==> config.mk <==
export PLATFORM = sky130hd
export DESIGN_NAME = cmd_done_regblk
export DESIGN_NICKNAME = d
export VERILOG_FILES = /design/src/rtl/cmd_done_pkg.sv /design/src/rtl/cmd_done_ctrl.sv /design/src/rtl/cmd_done_datapath.sv /design/src/rtl/cmd_done_regblk.sv
export SDC_FILE = /design/constraint.sdc
export NUM_CORES = 1
export LEC_CHECK = 0
export ABC_CLOCK_PERIOD_IN_PS = 1900
export BUFFER_PORTS_ARGS = -buffer_cell sky130_fd_sc_hd__buf_2
export CELL_PAD_IN_SITES_DETAIL_PLACEMENT = 0
export CELL_PAD_IN_SITES_GLOBAL_PLACEMENT = 1
export CORE_ASPECT_RATIO = 1.75
export CORE_UTILIZATION = 47
export DETAILED_ROUTE_END_ITERATION = 8
export PLACE_DENSITY_LB_ADDON = 0.08
export SYNTH_ARGS = -nofsm -noshare
export SYNTH_HDL_FRONTEND = slang
export SYNTH_SLANG_ARGS = --single-unit
==> constraint.sdc <==
create_clock -name clk -period 1.9 [get_ports clk]
set_input_delay 0.19 -clock clk [delete_from_list [all_inputs] [get_ports clk]]
set_output_delay 0.19 -clock clk [all_outputs]
set_load 0.01 [all_outputs]
==> src/rtl/cmd_done_pkg.sv <==
package cmd_done_pkg;
  // Word indices whose position the completion behaviour depends on.
  localparam int CMD_IDX = 2;   // offset 0x08
  localparam int ENA_IDX = 6;   // offset 0x18
  localparam int STS_IDX = 7;   // offset 0x1C
  localparam int TXB_IDX = 8;   // offset 0x20
  localparam int RXB_IDX = 12;  // offset 0x30

  typedef struct packed {
    logic wrStore;  // plain store into the addressed word
    logic stsClr;   // write-one-to-clear on status
    logic fire;     // accepted fire
    logic rdHit;    // read of an implemented, aligned word
  } regStrobes_t;
endpackage

==> src/rtl/cmd_done_ctrl.sv <==
module cmd_done_ctrl
  import cmd_done_pkg::*;
#(
  parameter int ADDR_W   = 8,
  parameter int NUM_REGS = 16,
  localparam int IDX_W   = $clog2(NUM_REGS)
) (
  input  logic              wrEn,
  input  logic              rdEn,
  input  logic [ADDR_W-1:0] addr,
  input  logic              fireBit,
  input  logic              stsPend,
  output regStrobes_t       stb,
  output logic [IDX_W-1:0]  idx
);
  localparam int LIMIT = NUM_REGS * 4;

  logic inRange;
  logic aligned;
  logic hit;

  always_comb begin
    aligned = (addr[1:0] == 2'b00);
    inRange = (int'(addr) < LIMIT);
    hit     = aligned && inRange;
    idx     = addr[IDX_W+1:2];

    stb.rdHit   = rdEn && hit;
    stb.stsClr  = wrEn && hit && (idx == IDX_W'(STS_IDX));
    stb.fire    = wrEn && hit && (idx == IDX_W'(CMD_IDX)) && fireBit && !stsPend;
    stb.wrStore = wrEn && hit && (idx != IDX_W'(STS_IDX)) && (idx != IDX_W'(CMD_IDX));
  end
endmodule

==> src/rtl/cmd_done_datapath.sv <==
module cmd_done_datapath
  import cmd_done_pkg::*;
#(
  parameter int          DATA_W    = 32,
  parameter int          NUM_REGS  = 16,
  parameter logic [31:0] DONE_CODE = 32'h40,
  localparam int         IDX_W     = $clog2(NUM_REGS)
) (
  input  logic              clk,
  input  logic              rstN,
  input  regStrobes_t       stb,
  input  logic              rdEn,
  input  logic [IDX_W-1:0]  idx,
  input  logic [DATA_W-1:0] wrData,
  output logic [DATA_W-1:0] rdData,
  output logic              stsPend,
  output logic              irqOut
);
  localparam logic [DATA_W-1:0] DONE_BIT = DATA_W'(1);

  logic [NUM_REGS-1:0][DATA_W-1:0] words;
  logic [DATA_W-1:0] stsAfterClr;
  logic [DATA_W-1:0] stsOnFire;
  logic [DATA_W-1:0] rdQ;
  logic              irqQ;

  assign stsAfterClr = words[STS_IDX] & ~wrData;
  assign stsOnFire   = words[ENA_IDX] & DONE_BIT;

  for (genvar w = 0; w < NUM_REGS; w++) begin : g_word
    if (w == CMD_IDX) begin : g_cmd
      assign words[w] = '0;
    end else if (w == STS_IDX) begin : g_sts
      logic [DATA_W-1:0] q;
      always_ff @(posedge clk or negedge rstN) begin
        if (!rstN)           q <= '0;
        else if (stb.fire)   q <= stsOnFire;
        else if (stb.stsClr) q <= stsAfterClr;
      end
      assign words[w] = q;
    end else if (w == TXB_IDX || w == RXB_IDX) begin : g_buf
      logic [DATA_W-1:0] q;
      always_ff @(posedge clk or negedge rstN) begin
        if (!rstN)                                   q <= '0;
        else if (stb.fire)                           q <= DONE_CODE[DATA_W-1:0];
        else if (stb.wrStore && idx == IDX_W'(w))    q <= wrData;
      end
      assign words[w] = q;
    end else begin : g_plain
      logic [DATA_W-1:0] q;
      always_ff @(posedge clk or negedge rstN) begin
        if (!rstN)                                q <= '0;
        else if (stb.wrStore && idx == IDX_W'(w)) q <= wrData;
      end
      assign words[w] = q;
    end
  end

  always_ff @(posedge clk or negedge rstN) begin
    if (!rstN)                                  irqQ <= 1'b0;
    else if (stb.fire)                          irqQ <= |stsOnFire;
    else if (stb.stsClr && stsAfterClr == '0)   irqQ <= 1'b0;
  end

  always_ff @(posedge clk or negedge rstN) begin
    if (!rstN)     rdQ <= '0;
    else if (rdEn) rdQ <= stb.rdHit ? words[idx] : '0;
  end

  assign rdData  = rdQ;
  assign irqOut  = irqQ;
  assign stsPend = |words[STS_IDX];
endmodule

==> src/rtl/cmd_done_regblk.sv <==
module cmd_done_regblk
  import cmd_done_pkg::*;
#(
  parameter int          DATA_W    = 32,
  parameter int          ADDR_W    = 8,
  parameter int          NUM_REGS  = 16,
  parameter logic [31:0] DONE_CODE = 32'h40
) (
  input  logic              clk,
  input  logic              rstN,
  input  logic              wrEn,
  input  logic              rdEn,
  input  logic [ADDR_W-1:0] addr,
  input  logic [DATA_W-1:0] wrData,
  output logic [DATA_W-1:0] rdData,
  output logic              irqOut
);
  localparam int IDX_W = $clog2(NUM_REGS);

  regStrobes_t      stb;
  logic [IDX_W-1:0] idx;
  logic             stsPend;

  cmd_done_ctrl #(.ADDR_W(ADDR_W), .NUM_REGS(NUM_REGS)) ctrl_i (
    .wrEn(wrEn), .rdEn(rdEn), .addr(addr), .fireBit(wrData[0]),
    .stsPend(stsPend), .stb(stb), .idx(idx)
  );

  cmd_done_datapath #(.DATA_W(DATA_W), .NUM_REGS(NUM_REGS), .DONE_CODE(DONE_CODE)) dp_i (
    .clk(clk), .rstN(rstN), .stb(stb), .rdEn(rdEn), .idx(idx), .wrData(wrData),
    .rdData(rdData), .stsPend(stsPend), .irqOut(irqOut)
  );
endmodule

== Word level (Yosys, flattened, before mapping) ==
Cells that the tools add are included.
Word-level totals
  register bits after elaboration: 513
  input port bits: 44
  logic and storage cells: 82
Cells by class
  magnitude comparators: 2
  eq/ne operators: 17
  mux-type cells: 11
  bitwise operators: 2
  reductions and logical operators: 33
Operators with widths (number)
  $mux W32: 8
  $bmux W32 S4: 1
  $and A32 B32 Y32: 1
  $eq A4 B4 Y1 const B: 8
  $logic_not A32 Y1: 1
  $not A32 Y32: 1
  $reduce_or A32 Y1: 1
  $logic_and A1 B1 Y1: 24
  $eq A4 B3 Y1 const B: 4
  $eq A4 B2 Y1 const B: 2
  $lt A8 B7 Y1 const B: 1
  $reduce_bool A2 Y1: 4
  $lt A4 B5 Y1 const B: 1
  $eq A4 B1 Y1 const B: 1
  $logic_not A4 Y1: 1
  $ne A4 B2 Y1 const B: 1
  $ne A4 B3 Y1 const B: 1
  $logic_not A2 Y1: 1
  $mux W1: 2
  $logic_not A1 Y1: 1

== Depth between registers and ports, before layout ==
Gate-level depths: netlist of the first run.
  depth after elaboration: 8
  mapped depth: 8
  gate-level depth less buffers: 5

== By module ==
From an unflattened synthesis of the first run, not the netlist that was laid out.
Second synthesis, totals
  cells, all modules: 1669
  area, all modules: 23327.4 um2
By module, submodules not included
  cmd_done_datapath: times used 1, cells each 1653, area each 23222.3 um2, sequential area each 12837.3 um2
  cmd_done_ctrl: times used 1, cells each 16, area each 105.1 um2, sequential area each 0.0 um2

== Least setup slack after synthesis of the first run ==
No wires, ideal clock.
  path kind: register to register
  from: register dp_i.g_word[7].g_sts.q[1]
  to: register dp_i.g_word[8].g_buf.q[11]
  library setup time: 132 ps
  arrival: 1682 ps
  path slack: 86 ps
  stages on the path, launching flop included: 7
  path buffers: 2
  period minus slack after synthesis: 1814 ps
  cell sequence: dfrtp_1 > nor4b_1 > nand4_1 > nor4_1 > buf_2 > buf_1 > nor2_1
Between the ends
  longest elaborated chain between the ends: 4
Ends and longest elaborated chain
  start: declaration: line cmd_done_datapath.sv:34  | logic [DATA_W-1:0] q;
  start signal: assignment: line cmd_done_datapath.sv:37  | else if (stb.fire) q <= stsOnFire;
  start signal: assignment: line cmd_done_datapath.sv:38  | else if (stb.stsClr) q <= stsAfterClr;
  $reduce_or A32 Y1 (*): line cmd_done_datapath.sv:72  | assign stsPend = |words[STS_IDX];
  $logic_not A1 Y1 (*): line cmd_done_ctrl.sv:30  | stb.fire = wrEn && hit && (idx == IDX_W'(CMD_IDX)) && fireBit && !stsPend;
  $logic_and A1 B1 Y1 (*): line cmd_done_ctrl.sv:30
  $mux W32 or $reduce_bool A2 Y1 (tied branches)
  end signal: assignment: line cmd_done_datapath.sv:45  | else if (stb.fire) q <= DONE_CODE[DATA_W-1:0];
  end signal: assignment: line cmd_done_datapath.sv:46  | else if (stb.wrStore && idx == IDX_W'(w)) q <= wrData;
  end: declaration: line cmd_done_datapath.sv:42  | logic [DATA_W-1:0] q;
Every way passes the cells marked *; elsewhere a longest branch is shown, timed or not.
A chain may end at the register's enable or synchronous reset.

== Final worst setup path of the first run ==
  from: register dp_i.g_word[7].g_sts.q[16]
  to: register dp_i.g_word[12].g_buf.q[18]
Between the ends
  longest elaborated chain between the ends: 4
Ends and longest elaborated chain (line)
  $reduce_or A32 Y1 (*): cmd_done_datapath.sv:72
  $logic_not A1 Y1 (*): cmd_done_ctrl.sv:30
  $logic_and A1 B1 Y1 (*): cmd_done_ctrl.sv:30
  $mux W32 or $reduce_bool A2 Y1 (tied branches)
  end signal: assignment: cmd_done_datapath.sv:45
  end signal: assignment: cmd_done_datapath.sv:46
  end: declaration: cmd_done_datapath.sv:42
Marks and branches as above.

==> impl_metrics.env, run 1 <==
export IMPL_status="completed"
export IMPL_path_cells="nor4_2 > nand3_2 > nor4_4 > buf_4 > buf_6 > buf_12 > nor2_1"
export IMPL_gp_congestion=0.797
export IMPL_arrival_ps=2340
export IMPL_ys_async_sr_fraction_pct=100
export IMPL_end_kind="flop"
export IMPL_hold_path_startpoint="wrData[19]"
export IMPL_r2r_end="dp_i.g_word[12].g_buf.q[18]$_DFFE_PN0P_"
export IMPL_final_cell_area_sq_mm=0.0280
export IMPL_synth_cells=1645
export IMPL_grt_util_all_layers_pct=27.7
export IMPL_synth_seq_cells=513
export IMPL_design_die_area_sq_mm=0.0506
export IMPL_drt_iter0_drc=991
export IMPL_rr_worst_depth=7
export IMPL_drv_slew=0
export IMPL_crit_family="simple AND/OR/NAND/NOR gates"
export IMPL_die_y_microns=297
export IMPL_crit_buf_inv=3
export IMPL_syn_cell_area_sq_mm=0.0233
export IMPL_period_share_pct=98.9
export IMPL_wl_per_cell_microns=26.6
export IMPL_multi_input_comb_area_sq_mm=0.00983
export IMPL_whs_path_depth=2
export IMPL_vdd_ir_drop_max_uv=642
export IMPL_final_common_cell="dfrtp_1"
export IMPL_rrSetupSlack_ps=20
export IMPL_cp_slowest_cell="dfrtp_1"
export IMPL_antenna_found_initial=2
export IMPL_whs_endpoint="dp_i.g_word[7].g_sts.q[19]$_DFFE_PN0P_"
export IMPL_clock_sinks=513
export IMPL_leakage_nw=13.8
export IMPL_period_needed_ps=1880
export IMPL_synth_seq_area_share_pct=55.0
export IMPL_detailedRoute_firstPassIterationCount=5
export IMPL_final_seq_area_sq_mm=0.0128
export IMPL_synthFlopType="dfrtp_1"
export IMPL_dpl_cell_area_sq_mm=0.0261
export IMPL_timing_critical_path_depth=7
export IMPL_fin_tns_setup_ps=0
export IMPL_cts_buffers_inserted=50
export IMPL_rows=107
export IMPL_worst_path_largest_cell_delay_ps=420
export IMPL_start_util_pct=47.8
export IMPL_coreArea_sq_mm=0.0489
export IMPL_cp_max_fo=14
export IMPL_cts_tree="done"
export IMPL_clk_transition_reported_paths_ps=60
export IMPL_drv_cap=0
export IMPL_gr_total_overflow=0
export IMPL_grt_max_degree=66
export IMPL_fin_skew_ps=16.9
export IMPL_pin_count=77
export IMPL_drc=0
export IMPL_power_density_mw_per_mm2=857
export IMPL_area_growth_syn_to_layout_pct=20.0
export IMPL_cp_start_kind="flop"
export IMPL_die_w_microns=170
export IMPL_hold_class="in2reg"
export IMPL_io_buffer_count=76
export IMPL_hold_worst_slack_ps=31.0
export IMPL_maxSlewHeadroom_pct=57.8
export IMPL_antenna_left=0
export IMPL_dpl_hpwl_mm=44.4
export IMPL_mostFrequentLayoutCells="dfrtp_1 (513), mux2_2 (443), buf_4 (117)"
export IMPL_setup_viol=0
export IMPL_vias=14686
export IMPL_tightest_slew_ps=633
export IMPL_fill_cells=4023
export IMPL_fmax_ghz=0.532
export IMPL_drt_total_wl_mm=66.8
export IMPL_rsz0062_at_grt="true"
export IMPL_fin_nets=1867
export IMPL_clock_latency_ps=580
export IMPL_yosys_warnings=0
export IMPL_cts_htree_levels=2
export IMPL_worstSetupPathType="reg2reg"
export IMPL_crit_required_ps=2360
export IMPL_via_per_inst=5.84
export IMPL_finalPower_mw=24.0
export IMPL_clk_path_buf_depth=3
export IMPL_syn_num_nets=1689
export IMPL_finalHoldViolations=0
export IMPL_r2r_start="dp_i.g_word[7].g_sts.q[16]$_DFFE_PN0P_"
export IMPL_grt_pass1_vias=15912
export IMPL_synth_area_per_cell_sq_um=14.2
export IMPL_synth_edf_count=0
export IMPL_synth_cell_types=33
export IMPL_root_buffer="clkbuf_16"
export IMPL_grt_pass1_wl_mm=102
export IMPL_drive_gt1_share_pct=48.4
-- cells by family after synthesis --
logic type / Yosys count / synth area share, %
buf+inv: 193 / 3.58
flops: 513 / 55.0
compound gates: 175 / 4.71
mux: 606 / 33.5
simple gates: 158 / 3.16
-- flip-flops by register name, indices dropped and copies added (netlist names) --
name,cells
dp_i.irqOut,1
dp_i.g_word.g_sts.q,32
dp_i.g_word.g_buf.q,64
dp_i.g_word.g_plain.q,384
dp_i.rdData,32
-- layout make-up --
class                   instances  share of cell area [%]
flip-flops and latches        513                    45.8
multi-input cells             939                    35.1
repair buffers                266                    9.38
clock buffers                  73                    5.32
well taps                     654                    2.92
clock inverters                15                   0.728
inverters                      53                   0.710
diodes                          1                 0.00893
-- worst max path at each step --
stage | from | to
after CTS | dp_i.g_word[7].g_sts.q[10]$_DFFE_PN0P_ | dp_i.g_word[12].g_buf.q[18]$_DFFE_PN0P_
after global placement | dp_i.g_word[7].g_sts.q[1]$_DFFE_PN0P_ | dp_i.g_word[8].g_buf.q[23]$_DFFE_PN0P_
after detailed placement | dp_i.g_word[7].g_sts.q[1]$_DFFE_PN0P_ | dp_i.g_word[8].g_buf.q[25]$_DFFE_PN0P_
after global routing | dp_i.g_word[7].g_sts.q[16]$_DFFE_PN0P_ | dp_i.g_word[12].g_buf.q[18]$_DFFE_PN0P_
after floorplan | dp_i.g_word[7].g_sts.q[1]$_DFFE_PN0P_ | dp_i.g_word[8].g_buf.q[11]$_DFFE_PN0P_
final | dp_i.g_word[7].g_sts.q[16]$_DFFE_PN0P_ | dp_i.g_word[12].g_buf.q[18]$_DFFE_PN0P_
-- cell usage after synthesis, types with 2 or more instances --
cell / instances / area, sq um
nand4b_1: 2 / 17.5
o2111ai_1: 4 / 35.0
nor3_2: 2 / 20.0
mux2_1: 5 / 56.3
a22oi_1: 64 / 480
nand2b_1: 15 / 93.8
nand4_1: 3 / 18.8
a21oi_1: 19 / 95.1
dfrtp_1: 513 / 12800
buf_1: 12 / 45.0
nor4_1: 10 / 62.6
a21boi_0: 12 / 90.1
buf_4: 12 / 90.1
mux4_2: 96 / 2160
nor3_1: 2 / 10.0
clkbuf_1: 64 / 240
nand3_1: 3 / 15.0
o21ai_0: 66 / 330
buf_2: 52 / 260
mux2_2: 443 / 4990
mux2i_1: 62 / 621
nand3b_1: 2 / 15.0
o22ai_1: 8 / 50.1
and3_1: 2 / 12.5
nor2_1: 76 / 285
a211o_1: 2 / 17.5
nand2_1: 36 / 135
inv_1: 53 / 199
-- metal layers --
metal | GRT usage, % | routed length, microns
met1 | 34.8 | 26600
met2 | 48.6 | 35300
met3 | 3.13 | 2370
met4 | 10.4 | 2520
met5 | 0 | 0
-- repair_timing --
item / in CTS / in global routing
setup endpoints to repair: 66 / 64
pin swaps: 4 / 3
endpoints found under the hold margin: 433 / 0
resized for setup: 11 / 4
setup buffers: 2 / 3
hold buffers: 10 / 0
-- metrics by stage --
stage                     util (%)  cells  worst slack [ps]
after floorplan                  -   1645              86.2
after global placement        53.4   2410              -258
after detailed placement      53.4   2410              -298
after CTS                     57.2   2510              6.42
after global routing          57.3   2514             -46.7
final                         57.3   2514              21.8
-- worst register-to-register path, cell delays in order, from the launching register on --
cell     delay (ps)
dfrtp_1         420
nor4_2          330
nand3_2         170
nor4_4          290
buf_4           180
buf_6           140
buf_12          160
nor2_1           70
-- report_power, final --
part,switching (mW),internal (mW)
sequential,0.252,11.4
combinational,1.03,0.979
clock,4.26,6.08
total,5.54,18.5
Power figures use the tool's default switching activity.
==> run 2, diff against run 1 <==
==> constraint.sdc (replaced) <==
create_clock -name clk -period 1.9 [get_ports clk]
set_input_delay 0.285 -clock clk [delete_from_list [all_inputs] [get_ports clk]]
set_output_delay 0.285 -clock clk [all_outputs]
set_load 0.01 [all_outputs]
==> impl_metrics.env, run 2 (same netlist as run 1, synthesis figures left out) <==
export IMPL_cp_common_cell="nor4_2"
export IMPL_num_antenna_cells=0
export IMPL_clk_path_buf_depth=3
export IMPL_power_density_mw_per_mm2=841
export IMPL_comb_power_share_pct=8.6
export IMPL_reg_largest_list="dp_i.g_word.g_plain.q x384, dp_i.g_word.g_buf.q x64"
export IMPL_drt_iter0_drc=865
export IMPL_arrival_ps=2310
export IMPL_drv_slew=0
export IMPL_rsz0062_at_grt="true"
export IMPL_clk_transition_reported_paths_ps=60
export IMPL_antenna_found_initial=2
export IMPL_rows=107
export IMPL_end_kind="flop"
export IMPL_final_common_cell="dfrtp_1"
export IMPL_hold_class="in2reg"
export IMPL_cts_tree="done"
export IMPL_antenna_left=0
export IMPL_pin_count=77
export IMPL_crit_family="simple AND/OR/NAND/NOR gates"
export IMPL_drv_cap=0
export IMPL_via_per_inst=5.78
export IMPL_switching_share_pct=23.5
export IMPL_drive_gt1_share_pct=48.4
export IMPL_path_cells="nor4_2 > nand3_1 > nor4_2 > buf_4 > buf_12 > nor2_1"
export IMPL_tightest_slew_ps=653
export IMPL_gp_congestion=0.793
export IMPL_r2r_start="dp_i.g_word[7].g_sts.q[21]$_DFFE_PN0P_"
export IMPL_die_w_microns=170
export IMPL_crit_required_ps=2360
export IMPL_status="completed"
export IMPL_detailedRoute_firstPassIterationCount=5
export IMPL_cp_start_kind="flop"
export IMPL_setup_viol=0
export IMPL_worst_path_largest_cell_delay_ps=420
export IMPL_seq_power_share_pct=49.7
export IMPL_grt_pass1_wl_mm=101
export IMPL_final_util_pct=57.0
export IMPL_clock_latency_ps=580
export IMPL_period_needed_ps=1850
export IMPL_finalPower_mw=23.4
export IMPL_maxSlewHeadroom_pct=56.5
export IMPL_grt_pass1_vias=15816
export IMPL_fin_nets=1857
export IMPL_gr_total_overflow=0
export IMPL_coreArea_sq_mm=0.0489
export IMPL_die_y_microns=297
export IMPL_design_die_area_sq_mm=0.0506
export IMPL_fmax_ghz=0.541
export IMPL_largest_reg_flops=384
export IMPL_cp_max_fo=16
export IMPL_power_switching_mw=5.51
export IMPL_io_buffer_count=76
export IMPL_grt_max_degree=87
export IMPL_drc=0
export IMPL_period_share_pct=97.3
export IMPL_crit_buf_inv=2
export IMPL_mostFrequentLayoutCells="dfrtp_1 (513), mux2_2 (443), buf_4 (111)"
export IMPL_root_buffer="clkbuf_16"
export IMPL_cts_htree_levels=2
export IMPL_regMostFlops="dp_i.g_word.g_plain.q"
export IMPL_vias=14486
export IMPL_drt_total_wl_mm=64.8
export IMPL_clockPowerShare_pct=41.7
export IMPL_p_int_mw=17.9
export IMPL_leakage_nw=13.7
export IMPL_rrSetupSlack_ps=50
export IMPL_start_util_pct=47.8
export IMPL_grt_util_all_layers_pct=27.0
export IMPL_worstSetupPathType="reg2reg"
export IMPL_hold_path_startpoint="wrData[16]"
export IMPL_finalHoldViolations=0
export IMPL_fin_skew_ps=21.9
export IMPL_wl_per_cell_microns=25.9
export IMPL_cts_buffers_inserted=49
export IMPL_cp_slowest_cell="dfrtp_1"
export IMPL_vdd_ir_drop_max_uv=762
export IMPL_clock_sinks=513
export IMPL_area_growth_syn_to_layout_pct=19.4
export IMPL_dpl_hpwl_mm=43.5
export IMPL_critPathLaunch="dp_i.g_word[7].g_sts.q[21]$_DFFE_PN0P_"
[run 2: cell count changes in the layout (fill, tap and decap cells not counted), moves of 4 or more]
cell,change
bufinv_16,-4
dlygate4sd3_1,-5
buf_4,-6
nor4_2,+4
buf_12,+5
clkbuf_1,+4
[run 2: final cells by class]
cell class              instances  area [sq um]
repair buffers                257          2600
clock buffers                  76          1490
flip-flops and latches        513         12800
inverters                      53           199
well taps                     654           818
multi-input cells             939          9820
clock inverters                14           103
fillers                      4004         21000
[run 2: metal layers]
layer / wire [microns] / GRT usage, %
met1: 26300 / 34.2
met2: 34100 / 47.6
met3: 2190 / 3.25
met4: 2230 / 9.29
met5: 25 / 0
[run 2: what timing repair did]
action / 4_1_cts / 5_1_grt
hold endpoints to repair: 115 / 0
setup buffers: 0 / 1
pin swaps: 0 / 4
endpoints found under the setup margin: 36 / 66
hold buffers: 5 / 0
resized for setup: 2 / 9
[run 2: worst register-to-register path, cell delays in order (launching register included)]
cell and delay [ps]:
dfrtp_1 420, nor4_2 290, nand3_1 170, nor4_2 350, buf_4 260, buf_12 190
nor2_1 70
[run 2: worst paths after layout]
check | endpoint | cells past startpoint
worst max-delay path | dp_i.g_word[8].g_buf.q[0]$_DFFE_PN0P_ | 6
worst min-delay path | dp_i.g_word[7].g_sts.q[16]$_DFFE_PN0P_ | 2
worst max register to register | dp_i.g_word[8].g_buf.q[0]$_DFFE_PN0P_ | 6
worst min register to register | dp_i.g_word[3].g_plain.q[10]$_DFFE_PN0P_ | 1
max in group asynchronous | dp_i.rdData[21]$_DFFE_PN0P_ | 3
min in group asynchronous | dp_i.g_word[15].g_plain.q[1]$_DFFE_PN0P_ | 2
[run 2: through the flow]
stage	worst slack (ps)	TNS (ps)	area, sq um	instances	hold slack, ps
floorplan	16.3	0	23300	1645	-10.6
global placement	-219	-54040	26200	2410	197
detailed placement	-229	-61710	26200	2410	197
CTS	7.59	0	27800	2505	10.0
global route	-58.5	-1640	27900	2506	14.0
finish	50.5	0	27900	2506	23.5
[run 2: power by group through the flow]
| stage | registers [mW] | logic [mW] | clock network, mW |
|---|---|---|---|
| finish | 11.6 | 2.02 | 9.77 |
| floorplan | 11.8 | 1.09 | 0 |
| global placement | 11.8 | 2.00 | 0 |
| global route | 11.7 | 2.19 | 10.4 |
| CTS | 11.6 | 2.05 | 10.0 |
| detailed placement | 11.8 | 2.04 | 0 |
==> run 3, diff against run 2 <==
--- a/config.mk
+++ b/config.mk
@@ -7,10 +7,10 @@
 export LEC_CHECK = 0
 export ABC_CLOCK_PERIOD_IN_PS = 1900
 export BUFFER_PORTS_ARGS = -buffer_cell sky130_fd_sc_hd__buf_2
-export CELL_PAD_IN_SITES_DETAIL_PLACEMENT = 0
-export CELL_PAD_IN_SITES_GLOBAL_PLACEMENT = 1
+export CELL_PAD_IN_SITES_DETAIL_PLACEMENT = 2
+export CELL_PAD_IN_SITES_GLOBAL_PLACEMENT = 2
 export CORE_ASPECT_RATIO = 1.75
-export CORE_UTILIZATION = 47
+export CORE_UTILIZATION = 41
 export DETAILED_ROUTE_END_ITERATION = 8
 export PLACE_DENSITY_LB_ADDON = 0.08
 export SYNTH_ARGS = -nofsm -noshare
==> impl_metrics.env, run 3 (same netlist as run 1, synthesis figures left out) <==
export IMPL_status="finished with violations"
export IMPL_violations="setup timing"
export IMPL_finalPower_mw=23.9
export IMPL_gr_total_overflow=0
export IMPL_root_buffer="clkbuf_16"
export IMPL_pin_count=77
export IMPL_setup_viol=66
export IMPL_grt_busiest_layer="met2"
export IMPL_cts_htree_levels=2
export IMPL_rrSetupSlack_ps=-150
export IMPL_mostFrequentLayoutCells="dfrtp_1 (512), mux2_2 (443), buf_4 (122)"
export IMPL_coreArea_sq_mm=0.0563
export IMPL_antenna_found_initial=3
export IMPL_r2r_start="dp_i.g_word[7].g_sts.q[10]$_DFFE_PN0P_"
export IMPL_crit_end="dp_i.g_word[8].g_buf.q[20]$_DFFE_PN0P_"
export IMPL_dpl_hpwl_mm=51.1
export IMPL_drt_iter0_drc=676
export IMPL_period_needed_ps=2050
export IMPL_via_per_inst=5.68
export IMPL_dpl_cell_area_sq_mm=0.0266
export IMPL_rsz0062_at_grt="true"
export IMPL_design_die_area_sq_mm=0.0579
export IMPL_drive_gt1_share_pct=52.1
export IMPL_antenna_left=0
export IMPL_clk_transition_reported_paths_ps=60
export IMPL_io_buffer_count=76
export IMPL_grtUsageMet1_pct=33.0
export IMPL_detailedRoute_firstPassIterationCount=6
export IMPL_crit_required_ps=2380
export IMPL_grt_pass1_vias=17901
export IMPL_fin_skew_ps=19.4
export IMPL_path_cells="nor4_2 > buf_4 > nand4_1 > nor4_4 > buf_6 > buf_8 > buf_12 > nor2_2"
export IMPL_cp_slowest_cell="dfrtp_1"
export IMPL_end_kind="flop"
export IMPL_grt_pass1_wl_mm=119
export IMPL_p_int_mw=18.1
export IMPL_layout_setup_ws_ps=-151
export IMPL_grt_util_all_layers_pct=28.0
export IMPL_drv_slew=0
export IMPL_die_w_microns=182
export IMPL_regMostFlops="dp_i.g_word.g_plain.q"
export IMPL_cp_start_kind="flop"
export IMPL_final_cell_area_sq_mm=0.0291
export IMPL_grt_util_met3_pct=2.34
export IMPL_power_switching_mw=5.79
export IMPL_worst_path_largest_cell_delay_ps=400
export IMPL_area_growth_syn_to_layout_pct=24.6
export IMPL_grtUsageMet2_pct=52.1
export IMPL_period_share_pct=108
export IMPL_worstSetupPathType="reg2reg"
export IMPL_tightest_slew_ps=593
export IMPL_vias=15076
export IMPL_clockPowerShare_pct=41.9
export IMPL_finalHoldViolations=0
export IMPL_leakage_nw=14.0
export IMPL_start_util_pct=41.5
export IMPL_rows=115
export IMPL_fin_nets=1900
export IMPL_r2r_end="dp_i.g_word[8].g_buf.q[20]$_DFFE_PN0P_"
export IMPL_switching_share_pct=24.2
export IMPL_die_y_microns=318
export IMPL_fin_tns_setup_ps=-7970
export IMPL_cts_tree="done"
export IMPL_comb_power_share_pct=9.2
export IMPL_clk_path_buf_depth=3
export IMPL_hold_class="in2reg"
export IMPL_cp_max_fo=5
export IMPL_drv_cap=0
export IMPL_clock_sinks=513
export IMPL_largest_reg_flops=384
export IMPL_grt_max_degree=73
export IMPL_reg_largest_list="dp_i.g_word.g_plain.q x384, dp_i.g_word.g_buf.q x64"
export IMPL_final_common_cell="dfrtp_1"
export IMPL_wl_per_cell_microns=29.6
export IMPL_cts_buffers_inserted=50
export IMPL_drc=0
export IMPL_critPathLaunch="dp_i.g_word[7].g_sts.q[10]$_DFFE_PN0P_"
export IMPL_clock_latency_ps=600
export IMPL_seq_power_share_pct=48.8
export IMPL_drt_total_wl_mm=78.4
export IMPL_power_density_mw_per_mm2=823
export IMPL_vdd_ir_drop_max_uv=665
export IMPL_maxSlewHeadroom_pct=60.1
export IMPL_rr_worst_depth=8
export IMPL_gp_congestion=0.771
export IMPL_fmax_ghz=0.488
export IMPL_arrival_ps=2530
[run 3: cell types whose count changed in the layout (fill, tap and decap cells not counted), moves of 5 or more]
cell / previous run / this run
nor2_1: 62 / 9
nor2_4: 10 / 47
buf_12: 65 / 82
nor2_2: 4 / 20
buf_4: 111 / 122
dlygate4sd3_1: 5 / 11
buf_16: 0 / 5
[run 3: per-layer routing]
metal	vias up	routed length, microns
met3	162	2030
met1	8234	30100
met4	0	3390
li1	6390	-
met5	-	0
met2	290	42900
[run 3: area by class of cell]
cell class	instances	area, sq um
antenna	2	5.00
clock buffer	76	1490
clock inverter	12	114
fill	5149	27200
inverter	53	199
multi-input combinational	939	10200
sequential	513	12800
tap	760	951
timing repair buffer	299	3280
[run 3: how the worst min path moves through the flow]
| stage | startpoint | endpoint | slack [ps] | cells after the start |
|---|---|---|---|---|
| 6_report | wrData[17] | dp_i.g_word[7].g_sts.q[17]$_DFFE_PN0P_ | 30 | 2 |
| 5_1_grt | wrData[17] | dp_i.g_word[7].g_sts.q[17]$_DFFE_PN0P_ | 30 | 2 |
| 4_1_cts | wrData[1] | dp_i.g_word[7].g_sts.q[1]$_DFFE_PN0P_ | 7 | 2 |
| 3_5_place_dp | rstN | dp_i.g_word[12].g_buf.q[0]$_DFFE_PN0P_ | 190 | 1 |
| 3_3_place_gp | rstN | dp_i.g_word[12].g_buf.q[0]$_DFFE_PN0P_ | 190 | 1 |
| 2_1_floorplan | rstN | dp_i.g_word[0].g_plain.q[0]$_DFFE_PN0P_ | -10 | 0 |
[run 3: stage by stage]
stage,instances,setup slack (ps),util (%),hold slack (ps)
after global routing,2653,-209,51.7,26.0
final,2654,-151,51.7,29.8
after floorplan,1645,16.3,-,-10.6
after global placement,2537,-359,47.3,191
after CTS,2647,-78.7,51.1,7.33
after detailed placement,2537,-385,47.3,192
[run 3: worst max-delay path: cells and delay by family, from the launching register on]
kind | cells | cell delay (ps)
buffers and inverters | 4 | 640
flip-flops | 1 | 400
AND/OR/NAND/NOR | 4 | 900
[run 3: timing repair]
| action | 4_1_cts | 5_1_grt |
|---|---|---|
| endpoints found under the hold margin | 146 | 0 |
| gates cloned | 5 | 2 |
| setup buffers | 6 | 4 |
| hold buffers | 11 | 0 |
| setup endpoints to repair | 64 | 68 |
| pin swaps | 23 | 24 |
| resized for setup | 55 | 67 |
[run 3: power by group through the flow]
stage	logic, mW	clock network (mW)	registers [mW]
after floorplan	1.09	0	11.8
after global placement	2.06	0	11.8
after detailed placement	2.13	0	11.9
after CTS	2.20	10.2	11.7
after global routing	2.38	10.6	11.7
final	2.21	10.0	11.7
